## src/rtl/gpx_pkg.sv

```systemverilog
package gpx_pkg;
  localparam int PORT_W    = 8;
  localparam int REG_COUNT = 8;
  localparam int IDX_W     = $clog2(REG_COUNT);

  typedef enum logic [IDX_W-1:0] {
    RG_INPUT    = 3'd0,
    RG_POLARITY = 3'd1,
    RG_HOLD     = 3'd2,
    RG_PULLSEL  = 3'd3,
    RG_DIR      = 3'd4,
    RG_OUTPUT   = 3'd5,
    RG_MASK     = 3'd6,
    RG_STATUS   = 3'd7
  } reg_idx_e;

  typedef enum logic [3:0] {
    LK_IDLE, LK_ADDR, LK_ADDR_ACK, LK_CMD, LK_CMD_ACK,
    LK_WDATA, LK_WDATA_ACK, LK_RDATA, LK_RACK
  } link_state_e;

  function automatic logic is_writable(input logic [IDX_W-1:0] idx);
    return !(idx == RG_INPUT || idx == RG_STATUS);
  endfunction

  function automatic logic [PORT_W-1:0] reset_value(input logic [IDX_W-1:0] idx);
    case (idx)
      RG_DIR, RG_MASK: return '1;
      default:         return '0;
    endcase
  endfunction
endpackage

```

## src/rtl/gpx_bus_sync.sv

```systemverilog
module gpx_bus_sync #(
  parameter int STAGES = 2
) (
  input  logic clk,
  input  logic rst,
  input  logic scl_i,
  input  logic sda_i,
  output logic sda_s,
  output logic scl_rise,
  output logic scl_fall,
  output logic start_det,
  output logic stop_det
);
  logic [STAGES-1:0] scl_pipe, sda_pipe;
  logic scl_s, scl_d, sda_d;

  always_ff @(posedge clk) begin
    if (rst) begin
      scl_pipe <= '1;
      sda_pipe <= '1;
      scl_d    <= 1'b1;
      sda_d    <= 1'b1;
    end else begin
      scl_pipe <= {scl_pipe[STAGES-2:0], scl_i};
      sda_pipe <= {sda_pipe[STAGES-2:0], sda_i};
      scl_d    <= scl_pipe[STAGES-1];
      sda_d    <= sda_pipe[STAGES-1];
    end
  end

  assign scl_s     = scl_pipe[STAGES-1];
  assign sda_s     = sda_pipe[STAGES-1];
  assign scl_rise  = scl_s & ~scl_d;
  assign scl_fall  = ~scl_s & scl_d;
  // SDA moving while SCL stays high marks a bus condition
  assign start_det = scl_s & scl_d & sda_d & ~sda_s;
  assign stop_det  = scl_s & scl_d & ~sda_d & sda_s;
endmodule

```

## src/rtl/gpx_link.sv

```systemverilog
module gpx_link
  import gpx_pkg::*;
#(
  parameter logic [6:0] DEV_ADDR = 7'h20
) (
  input  logic                clk,
  input  logic                rst,
  input  logic                sda_s,
  input  logic                scl_rise,
  input  logic                scl_fall,
  input  logic                start_det,
  input  logic                stop_det,
  input  logic [PORT_W-1:0]   rd_data,
  output logic                sda_pull,
  output logic                wr_en,
  output logic [IDX_W-1:0]    wr_idx,
  output logic [PORT_W-1:0]   wr_data,
  output logic                rd_en,
  output logic [IDX_W-1:0]    rd_idx
);
  localparam int CNT_W = $clog2(PORT_W + 1);
  localparam logic [CNT_W-1:0] LAST_RX = CNT_W'(PORT_W);
  localparam logic [CNT_W-1:0] LAST_TX = CNT_W'(PORT_W - 1);

  link_state_e       state_q;
  logic [CNT_W-1:0]  cnt_q;
  logic [PORT_W-1:0] rx_q, tx_q;
  logic [IDX_W-1:0]  ptr_q;
  logic              rw_q, nack_q, pull_q;

  // a new byte is fetched on the falling edge that ends the acknowledge bit
  assign rd_en  = scl_fall && !start_det && !stop_det &&
                  ((state_q == LK_ADDR_ACK && rw_q) || (state_q == LK_RACK && !nack_q));
  assign rd_idx   = ptr_q;
  assign sda_pull = pull_q;

  always_ff @(posedge clk) begin
    if (rst) begin
      state_q <= LK_IDLE;
      cnt_q   <= '0;
      rx_q    <= '0;
      tx_q    <= '0;
      ptr_q   <= '0;
      rw_q    <= 1'b0;
      nack_q  <= 1'b0;
      pull_q  <= 1'b0;
      wr_en   <= 1'b0;
      wr_idx  <= '0;
      wr_data <= '0;
    end else begin
      wr_en <= 1'b0;
      if (stop_det) begin
        state_q <= LK_IDLE;
        pull_q  <= 1'b0;
      end else if (start_det) begin
        state_q <= LK_ADDR;
        cnt_q   <= '0;
        pull_q  <= 1'b0;
      end else begin
        case (state_q)
          LK_ADDR, LK_CMD, LK_WDATA: begin
            if (scl_rise && cnt_q != LAST_RX) begin
              rx_q  <= {rx_q[PORT_W-2:0], sda_s};
              cnt_q <= cnt_q + 1'b1;
            end else if (scl_fall && cnt_q == LAST_RX) begin
              cnt_q <= '0;
              if (state_q == LK_ADDR) begin
                if (rx_q[7:1] == DEV_ADDR) begin
                  pull_q  <= 1'b1;
                  rw_q    <= rx_q[0];
                  state_q <= LK_ADDR_ACK;
                end else begin
                  state_q <= LK_IDLE;
                end
              end else begin
                pull_q  <= 1'b1;
                state_q <= (state_q == LK_CMD) ? LK_CMD_ACK : LK_WDATA_ACK;
              end
            end
          end
          LK_ADDR_ACK: if (scl_fall) begin
            if (rw_q) begin
              tx_q    <= rd_data;
              pull_q  <= ~rd_data[PORT_W-1];
              ptr_q   <= ptr_q + 1'b1;
              state_q <= LK_RDATA;
            end else begin
              pull_q  <= 1'b0;
              state_q <= LK_CMD;
            end
          end
          LK_CMD_ACK: if (scl_fall) begin
            pull_q  <= 1'b0;
            ptr_q   <= rx_q[IDX_W-1:0];
            state_q <= LK_WDATA;
          end
          LK_WDATA_ACK: if (scl_fall) begin
            pull_q  <= 1'b0;
            wr_en   <= 1'b1;
            wr_idx  <= ptr_q;
            wr_data <= rx_q;
            ptr_q   <= ptr_q + 1'b1;
            state_q <= LK_WDATA;
          end
          LK_RDATA: if (scl_fall) begin
            if (cnt_q == LAST_TX) begin
              cnt_q   <= '0;
              pull_q  <= 1'b0;
              state_q <= LK_RACK;
            end else begin
              cnt_q  <= cnt_q + 1'b1;
              tx_q   <= {tx_q[PORT_W-2:0], 1'b0};
              pull_q <= ~tx_q[PORT_W-2];
            end
          end
          LK_RACK: begin
            if (scl_rise) begin
              nack_q <= sda_s;
            end else if (scl_fall) begin
              if (nack_q) begin
                state_q <= LK_IDLE;
              end else begin
                tx_q    <= rd_data;
                pull_q  <= ~rd_data[PORT_W-1];
                ptr_q   <= ptr_q + 1'b1;
                state_q <= LK_RDATA;
              end
            end
          end
          default: ;
        endcase
      end
    end
  end

  p_addr_match_r1: assert property (@(posedge clk) disable iff (rst)
    (state_q == LK_ADDR_ACK) |-> (rx_q[7:1] == DEV_ADDR));

  p_master_ack_free_r4: assert property (@(posedge clk) disable iff (rst)
    (state_q == LK_RACK) |-> !sda_pull);

  p_stop_idle_r11: assert property (@(posedge clk) disable iff (rst)
    stop_det |=> (state_q == LK_IDLE && !sda_pull));
endmodule

```

## src/rtl/gpx_regs.sv

```systemverilog
module gpx_regs
  import gpx_pkg::*;
(
  input  logic              clk,
  input  logic              rst,
  input  logic [PORT_W-1:0] pins_in,
  input  logic              wr_en,
  input  logic [IDX_W-1:0]  wr_idx,
  input  logic [PORT_W-1:0] wr_data,
  input  logic              rd_en,
  input  logic [IDX_W-1:0]  rd_idx,
  output logic [PORT_W-1:0] rd_data,
  output logic [PORT_W-1:0] pins_out,
  output logic [PORT_W-1:0] pins_oe
);
  logic [PORT_W-1:0] bank [REG_COUNT];
  logic [PORT_W-1:0] pin_s1, pin_s2, pin_prev, status_q, events;

  always_ff @(posedge clk) begin
    if (rst) begin
      for (int i = 0; i < REG_COUNT; i++) bank[i] <= reset_value(IDX_W'(i));
    end else if (wr_en && is_writable(wr_idx)) begin
      bank[wr_idx] <= wr_data;
    end
  end

  assign events = (pin_s2 ^ pin_prev) & ~bank[RG_MASK];

  always_ff @(posedge clk) begin
    if (rst) begin
      pin_s1   <= '0;
      pin_s2   <= '0;
      pin_prev <= '0;
      status_q <= '0;
      pins_out <= '0;
      pins_oe  <= '0;
    end else begin
      pin_s1   <= pins_in;
      pin_s2   <= pin_s1;
      pin_prev <= pin_s2;
      // an event arriving in the read cycle survives the clear
      if (rd_en && rd_idx == RG_STATUS) status_q <= events;
      else                              status_q <= status_q | events;
      pins_out <= bank[RG_OUTPUT];
      pins_oe  <= ~bank[RG_DIR];
    end
  end

  always_comb begin
    case (rd_idx)
      RG_INPUT:  rd_data = pin_s2 ^ bank[RG_POLARITY];
      RG_STATUS: rd_data = status_q;
      default:   rd_data = bank[rd_idx];
    endcase
  end

  p_write_lands_r2: assert property (@(posedge clk) disable iff (rst)
    (wr_en && is_writable(wr_idx)) |=> (bank[$past(wr_idx)] == $past(wr_data)));

  p_status_masked_r10: assert property (@(posedge clk) disable iff (rst)
    !$past(rst) |-> ((status_q & ~$past(status_q) & $past(bank[RG_MASK])) == '0));
endmodule

```

## src/rtl/gpx_expander.sv

```systemverilog
module gpx_expander
  import gpx_pkg::*;
#(
  parameter logic [6:0] DEV_ADDR    = 7'h20,
  parameter int         SYNC_STAGES = 2
) (
  input  logic              clk,
  input  logic              rst,
  input  logic              scl,
  input  logic              sda,
  output logic              sda_pull,
  input  logic [PORT_W-1:0] pins_in,
  output logic [PORT_W-1:0] pins_out,
  output logic [PORT_W-1:0] pins_oe
);
  logic              sda_s, scl_rise, scl_fall, start_det, stop_det;
  logic              wr_en, rd_en;
  logic [IDX_W-1:0]  wr_idx, rd_idx;
  logic [PORT_W-1:0] wr_data, rd_data;

  gpx_bus_sync #(.STAGES(SYNC_STAGES)) u_sync (
    .clk(clk), .rst(rst), .scl_i(scl), .sda_i(sda), .sda_s(sda_s),
    .scl_rise(scl_rise), .scl_fall(scl_fall),
    .start_det(start_det), .stop_det(stop_det)
  );

  gpx_link #(.DEV_ADDR(DEV_ADDR)) u_link (
    .clk(clk), .rst(rst), .sda_s(sda_s), .scl_rise(scl_rise),
    .scl_fall(scl_fall), .start_det(start_det), .stop_det(stop_det),
    .rd_data(rd_data), .sda_pull(sda_pull), .wr_en(wr_en),
    .wr_idx(wr_idx), .wr_data(wr_data), .rd_en(rd_en), .rd_idx(rd_idx)
  );

  gpx_regs u_regs (
    .clk(clk), .rst(rst), .pins_in(pins_in), .wr_en(wr_en),
    .wr_idx(wr_idx), .wr_data(wr_data), .rd_en(rd_en), .rd_idx(rd_idx),
    .rd_data(rd_data), .pins_out(pins_out), .pins_oe(pins_oe)
  );
endmodule

```

## config.mk

```make
export PLATFORM = sky130hd
export DESIGN_NAME = gpx_expander
export DESIGN_NICKNAME = d
export VERILOG_FILES = /design/src/rtl/gpx_pkg.sv /design/src/rtl/gpx_bus_sync.sv /design/src/rtl/gpx_link.sv /design/src/rtl/gpx_regs.sv /design/src/rtl/gpx_expander.sv
export SDC_FILE = /design/constraint.sdc
export NUM_CORES = 1
export LEC_CHECK = 0
export ABC_AREA = 1
export BUFFER_PORTS_ARGS = -buffer_cell sky130_fd_sc_hd__buf_4
export CORE_MARGIN = 2
export CORE_UTILIZATION = 55
export CTS_CLUSTER_SIZE = 30
export DETAILED_ROUTE_END_ITERATION = 8
export GPL_ROUTABILITY_DRIVEN = 0
export PLACE_DENSITY = 0.75
export SLEW_MARGIN = 10
export SYNTH_ARGS = -nofsm -noshare
export SYNTH_HDL_FRONTEND = slang
export SYNTH_SLANG_ARGS = --single-unit
```

## constraint.sdc

```tcl
create_clock -name clk -period 2.2 [get_ports clk]
set_input_delay 0.11 -clock clk [delete_from_list [all_inputs] [get_ports clk]]
set_output_delay 0.11 -clock clk [all_outputs]
set_load 0.03 [all_outputs]
```

==> run metrics <==
top post-synthesis cells by area=dfxtp_1 (28%), edfxtp_1 (28%), nand2_1 (11%), nor2_1 (7.4%), inv_1 (5.7%); slowest stage cell, crit path=nand3_1; WP buf/inv=3; multi-input logic area=2596 µm²; gr usage total=0.2618; setup TNS=0 ns; Vias/cell=between 5 and 6; Post-CTS Hold Fix Bufs=12; die height=116.6 µm; Max-Cap Viols=0; # DRC=0; CTS tree=done; mean area per synthesized cell=~8 µm²; Setup CP Type=reg -> reg; min Tclk post-route=1.849 ns; Worst-path clk slew=0.06 ns; # diodes=0; Mapped Cells=868; post-synthesis cell area=6975 µm²; Critical Path AT=2.14 ns; H-tree lvl count=4; worst skew pair latency=0.43 ns; clk root buf=clkbuf_16; Port-buffer cells=28; Worst setup EP type=flop; fin util=0.6490; final setup fails=0; total global routing overflow=0; largest stage delay on the critical path=0.39 ns; PwrDens=916.3 nW/µm²; Synth area leader=dfxtp_1; initial core utilization=0.5573; Tightest Pin Transition=just under 0.7 ns; initial DRC count=472; Post-CTS Setup Bufs=0; Worst Hold End=u_regs.pin_s2[5]$_SDFF_PP0_; Vias=between 5000 and 6000; Site Rows=41; final slew viol count=0; LEAKAGE=3.490 nW; post-synthesis sequential area ratio=0.5568; worst r2r src=u_sync.scl_pipe[1]$_SDFF_PP1_; layout cells sized above 1=0.1118; hold depth=2; Most used DFF post-synth=dfxtp_1; most common library cells after synthesis=nand2_1 (211), nor2_1 (138), inv_1 (106); f_max=0.5407 GHz; maximum VDD drop=0.0005483 V; Post-synth EDFFs=64; DRT antenna net count=0; final cycle utilization of the critical path=0.8406; Detailed Routing Iterations Pass 1=5; Area Growth Syn to Fin=16.47%; FF-to-FF setup slack=0.35 ns; placeable core area=12520 µm²; CP required=2.49 ns; Max Root-Sink Buffers=2; Synth cell types=32; share of the synthesized area in the top cell type=0.2813; worst-path cell chain=inv_1, nand2_1, inv_1, nand3_1, buf_4, o21ai_0, a21oi_1; Die X-Extent=116.6 µm; HP Start=u_regs.pin_s1[5]$_SDFF_PP0_; crit start category=flop; largest net degree at the start of global routing=43; worst r2r path cells=7; final WL=16540 µm; worst hold path class=reg -> reg; RSZ-0062 raised after global routing=false; CTS Buf Count=17; DP HPWL=11560 µm; Rel. slew slack=0.5486; clk_skew=0.006072 ns; R2R Path End=u_link.wr_data[3]$_SDFFE_PP0P_; cts repair resizes=0; Clock Sinks=162; initial antenna violation count=0; async set-reset flop share out of synthesis=0; Total Nets Final=~940; wire length per cell=14.89 µm; Top Ports=29; YS warnings=0; Reg area=around 4000 µm²; vias in the first global route=approximately 5200; FF+latch count, synth=162; status=completed; die footprint=13600 µm²; Fillers=1074; CP dominant cell by count=inv_1; delay-heaviest family, CP=buffers and inverters; count leader, synth=nand2_1; Final Hold Fails=0; global-route wire length before repair=~26000 µm; worst-path maximum fanout=12
through the flow:
stage / total power, mW / instance area [µm²] / hold slack [ns] / setup WS [ns] / instances
2_1_floorplan: 4.285 / 7032 / 0.2138 / 0.5318 / 883
3_3_place_gp: 4.625 / 7427 / 0.2951 / 0.4633 / 1067
3_5_place_dp: 4.632 / 7427 / 0.2974 / 0.4080 / 1067
4_1_cts: 7.433 / 8124 / 0.4014 / 0.3859 / 1111
5_1_grt: 7.779 / 8124 / 0.4100 / 0.1482 / 1111
6_report: 7.444 / 8124 / 0.4005 / 0.3506 / 1111
flip-flops by register name, summed over array words and instances (netlist names), 4 cells and up, named ones only:
signal	flops
u_link.cnt_q	4
u_link.rx_q	8
u_link.state_q	4
u_link.tx_q	7
u_link.wr_data	8
u_regs.bank	64
u_regs.pin_prev	8
u_regs.pin_s1	8
u_regs.pin_s2	8
u_regs.pins_oe	8
u_regs.pins_out	8
u_regs.status_q	8
routing by layer:
layer | track usage | vias up | wire [µm]
li1 | - | 2855 | -
met1 | 0.3459 | 2594 | 7209
met2 | 0.3957 | 271 | 7263
met3 | 0.07784 | 52 | 1448
met4 | 0.1278 | 0 | 616
met5 | 0 | - | 0
logic make-up (layout without fill, tap and decap cells):
group / Yosys count / count (layout) / synth area share
and+or+nand+nor: 448 / 448 / 0.2700
xor gates and xnor gates: 2 / 2 / 0.002512
DFF: 162 / 162 / 0.5568
AOI/OAI and AO/OA: 109 / 109 / 0.08215
other: 1 / 16 / 0.0005376
adders and majority gates: 5 / 5 / 0.008969
buffers and inverters: 141 / 197 / 0.07910
power breakdown:
part           switching, mW  total, mW  internal, mW
registers             0.0916       3.33          3.24
logic                  0.882       1.29         0.406
clock network           1.18       2.82          1.64
placed cells by master, fill, tap and decap left out, types with 12 or more instances in the layout:
| cell | instances |
|---|---|
| nand2_1 | 211 |
| nor2_1 | 138 |
| inv_1 | 106 |
| dfxtp_1 | 98 |
| nand3_1 | 65 |
| edfxtp_1 | 64 |
| a21oi_1 | 61 |
| buf_4 | 42 |
| o21ai_0 | 37 |
| clkbuf_16 | 19 |
| conb_1 | 16 |
| dlygate4sd3_1 | 12 |
how the worst max path moves through the flow:
stage	startpoint	to	slack, ns	cells after the start
2_1_floorplan	u_link.rd_idx[0]$_SDFFE_PP0P_	u_link.tx_q[6]$_SDFFE_PP0P_	0.53	11
3_3_place_gp	u_link.wr_idx[2]$_SDFFE_PP0P_	u_regs.bank[2][5]$_SDFFCE_PN0P_	0.46	8
3_5_place_dp	u_link.wr_idx[2]$_SDFFE_PP0P_	u_regs.bank[2][5]$_SDFFCE_PN0P_	0.41	8
4_1_cts	u_sync.scl_pipe[1]$_SDFF_PP1_	u_link.wr_data[3]$_SDFFE_PP0P_	0.39	7
5_1_grt	u_sync.scl_pipe[1]$_SDFF_PP1_	u_link.wr_data[1]$_SDFFE_PP0P_	0.15	7
6_report	u_sync.scl_pipe[1]$_SDFF_PP1_	u_link.wr_data[3]$_SDFFE_PP0P_	0.35	7
area by class of cell:
type                    count  share of cell area
well taps                 172             0.02649
clock inverters            10            0.008625
multi-input cells         580              0.3196
inverters                 111             0.05129
repair buffers             54             0.05360
clock buffers              22             0.06237
flip-flops and latches    162              0.4781
worst reg2reg max path: cells and delay by family (launching register included):
kind | cells | cell delay [ns]
AND/OR/NAND/NOR | 2 | 0.55
buffers and inverters | 3 | 0.61
flip-flops | 1 | 0.32
AO/OA/AOI/OAI | 2 | 0.24
Power figures use the tool's default switching activity.
